--- src/rtl/pgen_pkg.sv ---
package pgen_pkg;

  typedef enum logic [1:0] {
    ST_IDLE = 2'd0,
    ST_LOAD = 2'd1,
    ST_FIRE = 2'd2,
    ST_GAP  = 2'd3
  } pg_state_e;

  localparam int unsigned DIGIT_W = 4;
  localparam logic [DIGIT_W-1:0] DIGIT_MAX = 4'd9;

  // Saturate an out-of-range BCD digit to 9.
  function automatic logic [DIGIT_W-1:0] bcd_clamp(input logic [DIGIT_W-1:0] d);
    return (d > DIGIT_MAX) ? DIGIT_MAX : d;
  endfunction

  // One BCD down step, wrapping 0 to 9.
  function automatic logic [DIGIT_W-1:0] bcd_step_down(input logic [DIGIT_W-1:0] d);
    return (d == '0) ? DIGIT_MAX : d - 1'b1;
  endfunction

endpackage

--- src/rtl/pgen_bcd_digit.sv ---
module pgen_bcd_digit
  import pgen_pkg::*;
(
  input  logic               clk,
  input  logic               rst_n,
  input  logic               load,
  input  logic [DIGIT_W-1:0] load_val,
  input  logic               dec_en,
  output logic [DIGIT_W-1:0] value,
  output logic               borrow_n,
  output logic               is_zero
);

  always_ff @(posedge clk or negedge rst_n) begin
    if (!rst_n)       value <= '0;
    else if (load)    value <= bcd_clamp(load_val);
    else if (dec_en)  value <= bcd_step_down(value);
  end

  assign is_zero  = (value == '0);
  assign borrow_n = ~(dec_en & is_zero);

endmodule

--- src/rtl/pgen_bcd_chain.sv ---
module pgen_bcd_chain
  import pgen_pkg::*;
#(
  parameter int unsigned DIGITS = 2
) (
  input  logic                        clk,
  input  logic                        rst_n,
  input  logic                        load,
  input  logic [DIGITS*DIGIT_W-1:0]   load_digits,
  input  logic                        dec,
  output logic [DIGITS*DIGIT_W-1:0]   digits,
  output logic                        all_zero,
  output logic                        chain_borrow_n
);

  logic [DIGITS:0]   step_en;
  logic [DIGITS-1:0] bn;
  logic [DIGITS-1:0] zero;

  assign step_en[0] = dec;

  for (genvar i = 0; i < DIGITS; i++) begin : g_digit
    pgen_bcd_digit u_digit (
      .clk      (clk),
      .rst_n    (rst_n),
      .load     (load),
      .load_val (load_digits[i*DIGIT_W +: DIGIT_W]),
      .dec_en   (step_en[i]),
      .value    (digits[i*DIGIT_W +: DIGIT_W]),
      .borrow_n (bn[i]),
      .is_zero  (zero[i])
    );
    assign step_en[i+1] = ~bn[i];
  end

  assign all_zero       = &zero;
  assign chain_borrow_n = ~step_en[DIGITS];

endmodule

--- src/rtl/pgen_ctrl.sv ---
module pgen_ctrl
  import pgen_pkg::*;
(
  input  logic clk,
  input  logic rst_n,
  input  logic start,
  input  logic all_zero,
  output logic fire_st,
  output logic load_st,
  output logic idle_st
);

  pg_state_e state_q, state_d;

  always_comb begin
    state_d = state_q;
    unique case (state_q)
      ST_IDLE: if (start) state_d = ST_LOAD;
      ST_LOAD: state_d = all_zero ? ST_IDLE : ST_FIRE;
      ST_FIRE: state_d = ST_GAP;
      ST_GAP:  state_d = all_zero ? ST_IDLE : ST_FIRE;
      default: state_d = ST_IDLE;
    endcase
  end

  // Falling-edge sequencer: state settles while clk is low.
  always_ff @(negedge clk or negedge rst_n) begin
    if (!rst_n) state_q <= ST_IDLE;
    else        state_q <= state_d;
  end

  assign fire_st = (state_q == ST_FIRE);
  assign load_st = (state_q == ST_LOAD);
  assign idle_st = (state_q == ST_IDLE);

endmodule

--- src/rtl/pulse_train_gen.sv ---
module pulse_train_gen
  import pgen_pkg::*;
(
  input  logic       clk,
  input  logic       rst_n,
  input  logic       start,
  input  logic [3:0] tens_in,
  input  logic [3:0] units_in,
  output logic       pulse,
  output logic       done
);

  localparam int unsigned NDIG = 2;

  logic                    fire_st, load_st, idle_st;
  logic                    all_zero, chain_borrow_n;
  logic [NDIG*DIGIT_W-1:0] cnt_digits;
  logic [DIGIT_W-1:0]      tens_q, units_q;

  pgen_ctrl u_ctrl (
    .clk      (clk),
    .rst_n    (rst_n),
    .start    (start),
    .all_zero (all_zero),
    .fire_st  (fire_st),
    .load_st  (load_st),
    .idle_st  (idle_st)
  );

  pgen_bcd_chain #(.DIGITS(NDIG)) u_chain (
    .clk            (clk),
    .rst_n          (rst_n),
    .load           (load_st),
    .load_digits    ({tens_in, units_in}),
    .dec            (fire_st),
    .digits         (cnt_digits),
    .all_zero       (all_zero),
    .chain_borrow_n (chain_borrow_n)
  );

  assign units_q = cnt_digits[DIGIT_W-1:0];
  assign tens_q  = cnt_digits[2*DIGIT_W-1:DIGIT_W];

  // fire_st only moves while clk is low, so this AND cannot glitch.
  assign pulse = fire_st & clk;
  assign done  = idle_st;

endmodule

--- config.mk ---
export PLATFORM = sky130hd
export DESIGN_NAME = pulse_train_gen
export DESIGN_NICKNAME = d
export VERILOG_FILES = /design/src/rtl/pgen_pkg.sv /design/src/rtl/pgen_bcd_digit.sv /design/src/rtl/pgen_bcd_chain.sv /design/src/rtl/pgen_ctrl.sv /design/src/rtl/pulse_train_gen.sv
export SDC_FILE = /design/constraint.sdc
export NUM_CORES = 1
export LEC_CHECK = 0
export ABC_CLOCK_PERIOD_IN_PS = 2100
export CORE_AREA = 2 2 39 41
export CTS_CLUSTER_DIAMETER = 50
export CTS_CLUSTER_SIZE = 25
export DETAILED_ROUTE_END_ITERATION = 10
export DIE_AREA = 0 0 41 43
export GPL_TIMING_DRIVEN = 0
export HOLD_SLACK_MARGIN = 0.15
export PLACE_DENSITY = 0.72
export SKIP_LAST_GASP = 1
export SLEW_MARGIN = 20
export SYNTH_ARGS = -nofsm -noshare
export SYNTH_HDL_FRONTEND = slang
export SYNTH_HIERARCHICAL = 1
export SYNTH_SLANG_ARGS = --single-unit
--- constraint.sdc ---
create_clock -name clk -period 2.1 [get_ports clk]
set_input_delay 0.63 -clock clk [delete_from_list [all_inputs] [get_ports clk]]
set_output_delay 0.63 -clock clk [all_outputs]
set_load 0.02 [all_outputs]
# After elaboration in Yosys (flattened, before gate mapping)
# Cells that the tools add are included.
classes:
  add_sub_neg: 2
  n_lt_le_gt_ge: 2
  eq_ne: 4
  mux: 11
  n_bitwise: 2
  reduce_logical: 7
op_table:
  columns: ["operator", "count"]
  rows:
  - ["$mux W4", 8]
  - ["$gt A4 B4 Y1 const B", 2]
  - ["$logic_not A4 Y1", 2]
  - ["$sub A4 B1 Y4 const B", 2]
  - ["$pmux W2 S3", 1]
  - ["$eq A2 B2 Y1 const B", 2]
  - ["$mux W2", 2]
  - ["$reduce_bool A2 Y1", 2]
  - ["$and A1 B1 Y1", 2]
  - ["$eq A2 B1 Y1 const B", 1]
  - ["$logic_not A2 Y1", 1]
  - ["$ne A2 B2 Y1 const B", 1]
  - ["$reduce_and A2 Y1", 1]
  - ["$reduce_or A2 Y1", 1]
totals:
  ff_bits: 10
  input_bits: 11

# Logic depth before layout (Yosys ltp)
# Gate-level depths: netlist (run 1).
depth:
  ltp_word: 4
  mapped_depth: 7
  ltp_nobuf: 7

# Cells and area by module
# The synthesis (run 1) kept the hierarchy.
modules_own_cells:
  columns: ["module", "instances", "cells_each", "area_each_um2"]
  rows:
  - ["pgen_bcd_digit", 2, 24, 252.7]
  - ["pgen_ctrl", 1, 8, 80.1]
  - ["pgen_bcd_chain", 1, 2, 10.0]
  - ["pulse_train_gen", 1, 1, 6.3]

==> qor.yml, run 1 <==
status:
  status: "finished, violations left"
  failed_checks: "negative setup slack"
critical_path:
  crit_fanout: 2
  crit_buf_inv: 1
  critPathSlowestCell: "dfrtn_1"
  arrival_ps: 2330
  r2r-end: "u_chain/g_digit[1].u_digit/value[2]$_DFFE_PN0P_"
  worst_path_largest_cell_delay_ps: 410
  critPathCaptureType: "primary output"
  cp.required_ps: 1470
  r2r_cells: 8
  worstSetupPathType: "reg2out"
  path_cells: "and2b_2 -> and2_4 -> buf_6"
  critical_path.top_delay_family: "flip-flops"
  r2r_slack_ps: -760
  start_kind: "flop"
floorplan:
  die_x_um: 41
  coreArea_um2: 1380
  dieHeight_um: 43
  ios: 13
  num_rows: 14
  initial_core_util_pct: 43.0
  dieArea_um2: 1760
timing:
  setup_viol: 12
  worst_slew_pin_slew_ps: 461
  hold_violations: 0
  rsz0062_at_grt: "yes"
  final.setup_skew_ps: 18.5
  relSlewSlack_pct: 69.2
  hold_slack_ps: 506
  fin_ws_ps: -864
  maxSlewViolCount: 0
layout:
  drive_gt1_share_pct: 31.0
  area_growth_pct: 50.2
  num-fill-cells: 110
  n_antenna_cell: 0
  nNetsFinal: 96
pwr:
  seq_power_share_pct: 34.5
  ir_drop_mv: 0.681
  power_frac_comb_pct: 40.7
  power_w: 0.00127
  p_int_w: 0.000818
  p_per_area_nw_per_um2: 1420
  switching_share_pct: 35.5
  p_switching_w: 0.000450
  p_clk_share_pct: 24.8
  leakage_nw: 0.362
drt:
  dr.pass1.iters: 2
  drt_iter0_markers: 7
  drt_wl_total_um: 1270
  drc: 0
  vias_per_cell: 5.14
  antenna_left: 0
  vias: 514
  drt-wirelength-per-cell_um: 12.7
run:
  maxCapViolCount: 0
global_route:
  grt_pass1_vias: 488
  grt_start_max_net_pins: 17
  overflow: 0
  grt_pass1_wl_um: 1920
  antenna_found_initial: 0
  grt.total_usage_pct: 17.3
logic_synthesis:
  synth_nets: 69
  synth_warnings: 6
  syn_avg_cell_area_um2: 10.3
  syn_area_um2: 596
  synthesis.instances: 58
hold_path:
  hold_end: "u_ctrl/state_q[0]$_DFFE_NN0P_"
  min_from: "u_ctrl/state_q[0]$_DFFE_NN0P_"
  hold_depth: 2
  hold_class: "reg2reg"
clock_network:
  cts_tree: "built"
  path_clk_slew_ps: 50
  cts_hold_buf: 0
  clock_latency_ps: 390
placed_design:
  gp_congestion: 0.702
  portBuffers: 12
  dp_hpwl_um: 789
==> worst max-delay path by stage <==
stage / from / endpoint / slack [ps] / depth (start not counted)
2_1_floorplan: u_ctrl/state_q[0]$_DFFE_NN0P_ / u_chain/g_digit[1].u_digit/value[2]$_DFFE_PN0P_ / -530 / 7
3_3_place_gp: u_ctrl/state_q[0]$_DFFE_NN0P_ / pulse / -990 / 3
3_5_place_dp: u_ctrl/state_q[0]$_DFFE_NN0P_ / pulse / -1000 / 3
4_1_cts: u_ctrl/state_q[0]$_DFFE_NN0P_ / pulse / -870 / 3
5_1_grt: flop / u_chain/g_digit[1].u_digit/value[2]$_DFFE_PN0P_ / -920 / 8
6_report: u_ctrl/state_q[0]$_DFFE_NN0P_ / pulse / -860 / 3
==> flip-flops by register name, summed over array words and instances (netlist names), named ones only <==
name / count
u_chain/g_digit.u_digit/value: 8
u_ctrl/state_q: 1
==> through the flow <==
stage                     instances  area [µm²]  util [%]  TNS, ps  setup WS, ps
after floorplan                  58         598         -    -3460          -528
after global placement           86         738      53.3    -6630          -992
after detailed placement         86         738      53.3    -6850          -998
after CTS                        95         817      59.0    -5870          -867
after global routing            100         895      64.6    -6670          -916
final                           100         895      64.6    -5780          -864
==> worst register-to-register path: stages, from the launching register on <==
cell and delay, ps:
dfrtn_1 460, and2b_2 180, buf_6 100, nor4b_4 220, nand2b_1 100, inv_2 90
nor3b_4 220, mux2i_1 230, o21ai_1 70
==> cells in the final DEF (no fill, tap or decap), drive strengths merged <==
cell type / instances
clkdlybuf4s50: 10
o21ai: 10
buf: 10
dfrtp: 8
clkbuf: 6
nand2b: 5
xnor2: 4
a21oi: 3
and2b: 3
nor2: 3
nor4: 2
nor4b: 2
nand2: 2
o21a: 2
nor3b: 2
mux2i: 2
nand3b: 2
a22oi: 2
dfrtn: 2
and2: 2
inv: 1
nor2b: 1
==> power groups by stage <==
stage                Clock, W  Sequential (W)  Combinational [W]
floorplan           0.0000385        0.000403           0.000271
global placement    0.0000683        0.000423           0.000325
detailed placement  0.0000683        0.000430           0.000334
CTS                  0.000323        0.000423           0.000389
global route         0.000338        0.000458           0.000555
finish               0.000315        0.000438           0.000516
==> cell type report <==
type	count	area, µm²	share of cell area [%]
inverter	1	3.75	0.420
clock buffer	7	62.6	6.99
timing repair buffer	19	183	20.4
tap	16	20.0	2.24
multi-input combinational	47	375	42.0
sequential	10	250	28.0
==> metal layers <==
| layer | share of wire (%) | global-route usage, % |
|---|---|---|
| met4 | 0 | 14.7 |
| met1 | 45 | 19.9 |
| met2 | 52 | 24.1 |
| met3 | 3.1 | 6.28 |
| met5 | 0 | 0 |
==> timing repair <==
| item | CTS | global route |
|---|---|---|
| endpoints found under the setup margin | 12 | 12 |
| setup buffers | 3 | 5 |
| gates resized for setup | 14 | 11 |
| pin swaps | 1 | 3 |
(Power assumes the default switching activity.)
==> inputs of run 2 (changes only) <==
--- a/config.mk
+++ b/config.mk
@@ -5,7 +5,7 @@
 export SDC_FILE = /design/constraint.sdc
 export NUM_CORES = 1
 export LEC_CHECK = 0
-export ABC_CLOCK_PERIOD_IN_PS = 2100
+export ABC_CLOCK_PERIOD_IN_PS = 3100
 export CORE_AREA = 2 2 39 41
 export CTS_CLUSTER_DIAMETER = 50
 export CTS_CLUSTER_SIZE = 25
==> constraint.sdc (replaced) <==
create_clock -name clk -period 3.1 [get_ports clk]
set_input_delay 0.93 -clock clk [delete_from_list [all_inputs] [get_ports clk]]
set_output_delay 0.93 -clock clk [all_outputs]
set_load 0.02 [all_outputs]
==> run 2 against run 1 <==
  * The run still ends with negative setup slack left
  * Flip-flop and latch count is the same
  * Clock power shrank 25%
  * Worst hold slack improved by 16 ps
  * Sequential share of layout area down 1.1 points
  * Clock-buffer cell count grew 1
  * Total power is 28% lower
  * Largest power group unchanged
==> qor.yml, run 2 (synthesis gave the netlist of run 1 again) <==
placed_design:
  place_area_um2: 739
  dp_cells: 86
  post-place-ws_ps: -747
  dp_hpwl_um: 789
  gp_congestion: 0.702
  portBuffers: 12
run:
  maxCapViolCount: 0
critical_path:
  crit_buf_inv: 1
  arrival_ps: 2840
  path_cells: "and2b_2 -> and2_4 -> buf_6"
  r2r-end: "u_chain/g_digit[1].u_digit/value[2]$_DFFE_PN0P_"
  worst_path_largest_cell_delay_ps: 410
  worstSetupPathType: "reg2out"
  crit_fanout: 2
  start_kind: "flop"
  cp.required_ps: 2170
  r2r_slack_ps: -380
  critPathCaptureType: "primary output"
  critPathSlowestCell: "dfrtn_1"
  r2r_cells: 10
  critical_path.top_delay_family: "flip-flops"
clock_network:
  cts_tree: "built"
  cts_hold_buf: 0
  path_clk_slew_ps: 50
  clock_latency_ps: 390
layout:
  num-fill-cells: 114
  reg_top3: "u_chain/g_digit.u_digit/value: 8 flops, u_ctrl/state_q: 1 flops"
  instances_no_fill: 103
  largest_register: "u_chain/g_digit.u_digit/value"
  final_cell_mix: "clkdlybuf4s50_1, dfrtp_1"
  n_antenna_cell: 0
  largest_register_ff_count: 8
  final-seq-area_um2: 250
  multiInputGateArea_um2: 387
  drive_gt1_share_pct: 35.6
  final_area_um2: 932
  final_common_cell: "clkdlybuf4s50_1"
  nNetsFinal: 99
  final_util_pct: 67.4
  area_growth_pct: 56.5
timing:
  maxSlewViolCount: 0
  hold_violations: 0
  setup_viol: 10
  relSlewSlack_pct: 63.1
  rsz0062_at_grt: "yes"
  final.setup_skew_ps: 17.7
  worst_slew_pin_slew_ps: 551
  fin_ws_ps: -671
hold_path:
  hold_class: "reg2reg"
  hold_depth: 2
  hold_end: "u_ctrl/state_q[0]$_DFFE_NN0P_"
  min_from: "u_ctrl/state_q[0]$_DFFE_NN0P_"
floorplan:
  initial_core_util_pct: 43.0
  die_x_um: 41
  dieHeight_um: 43
  ios: 13
  num_rows: 14
  dieArea_um2: 1760
  coreArea_um2: 1380
global_route:
  grt_pass1_vias: 517
  grt.total_usage_pct: 19.2
  overflow: 0
  antenna_found_initial: 0
  grt_pass1_wl_um: 2060
  grt_start_max_net_pins: 17
drt:
  drt_iter0_markers: 7
  drc: 0
  dr.pass1.iters: 6
  vias_per_cell: 5.26
  drt_wl_total_um: 1320
  vias: 542
  antenna_left: 0
  drt-wirelength-per-cell_um: 12.8
pwr:
  power_w: 0.000908
  ir_drop_mv: 0.482
  leakage_nw: 0.380
  p_per_area_nw_per_um2: 974
status:
  status: "finished, violations left"
  failed_checks: "negative setup slack"
[run 2: metal layers]
layer,global-route usage (%),wire (µm),vias up
met5,0,0,-
met4,18.7,31,0
met3,8.38,57,4
met2,26.9,660,16
met1,19.8,574,254
li1,-,-,268
[run 2: per-stage QoR]
stage / TNS (ps) / hold slack, ps
after floorplan: -317 / 379
final: -2690 / 522
after global routing: -3470 / 544
after global placement: -1670 / 404
after CTS: -1700 / 513
after detailed placement: -1910 / 410
[run 2: worst max-delay path by stage]
stage                                  start     to  slack, ps  cells past startpoint
2_1_floorplan  u_ctrl/state_q[0]$_DFFE_NN0P_  pulse       -210                      2
3_3_place_gp   u_ctrl/state_q[0]$_DFFE_NN0P_  pulse       -740                      3
3_5_place_dp   u_ctrl/state_q[0]$_DFFE_NN0P_  pulse       -750                      3
4_1_cts        u_ctrl/state_q[0]$_DFFE_NN0P_  pulse       -670                      3
5_1_grt        u_ctrl/state_q[0]$_DFFE_NN0P_  pulse       -720                      3
6_report       u_ctrl/state_q[0]$_DFFE_NN0P_  pulse       -670                      3
[run 2: power breakdown]
part           leakage, nW  switching [W]  internal, W
logic                0.217       0.000131     0.000239
clock network       0.0455      0.0000860     0.000149
registers            0.117       0.000109     0.000193
[run 2: cell type report]
type | instances | area share, %
Clock buffer | 8 | 7.52
Inverter | 1 | 0.403
Multi-Input combinational cell | 47 | 41.5
Sequential cell | 10 | 26.8
Tap cell | 16 | 2.15
Timing Repair Buffer | 21 | 21.6
[run 2: timing repair]
item | in CTS | in global routing
setup buffers | 7 | 3
gates cloned | 0 | 0
setup endpoints to repair | 11 | 10
pin swaps | 1 | 3
gates resized for setup | 20 | 7
[run 2: worst register-to-register path, cell delays in order (launching register included)]
cell	delay, ps
dfrtn_1	420
and2b_2	160
buf_4	110
buf_6	80
buf_6	80
nor4b_4	200
nand2b_1	120
inv_2	100
nor3b_4	200
mux2i_1	230
o21ai_1	80
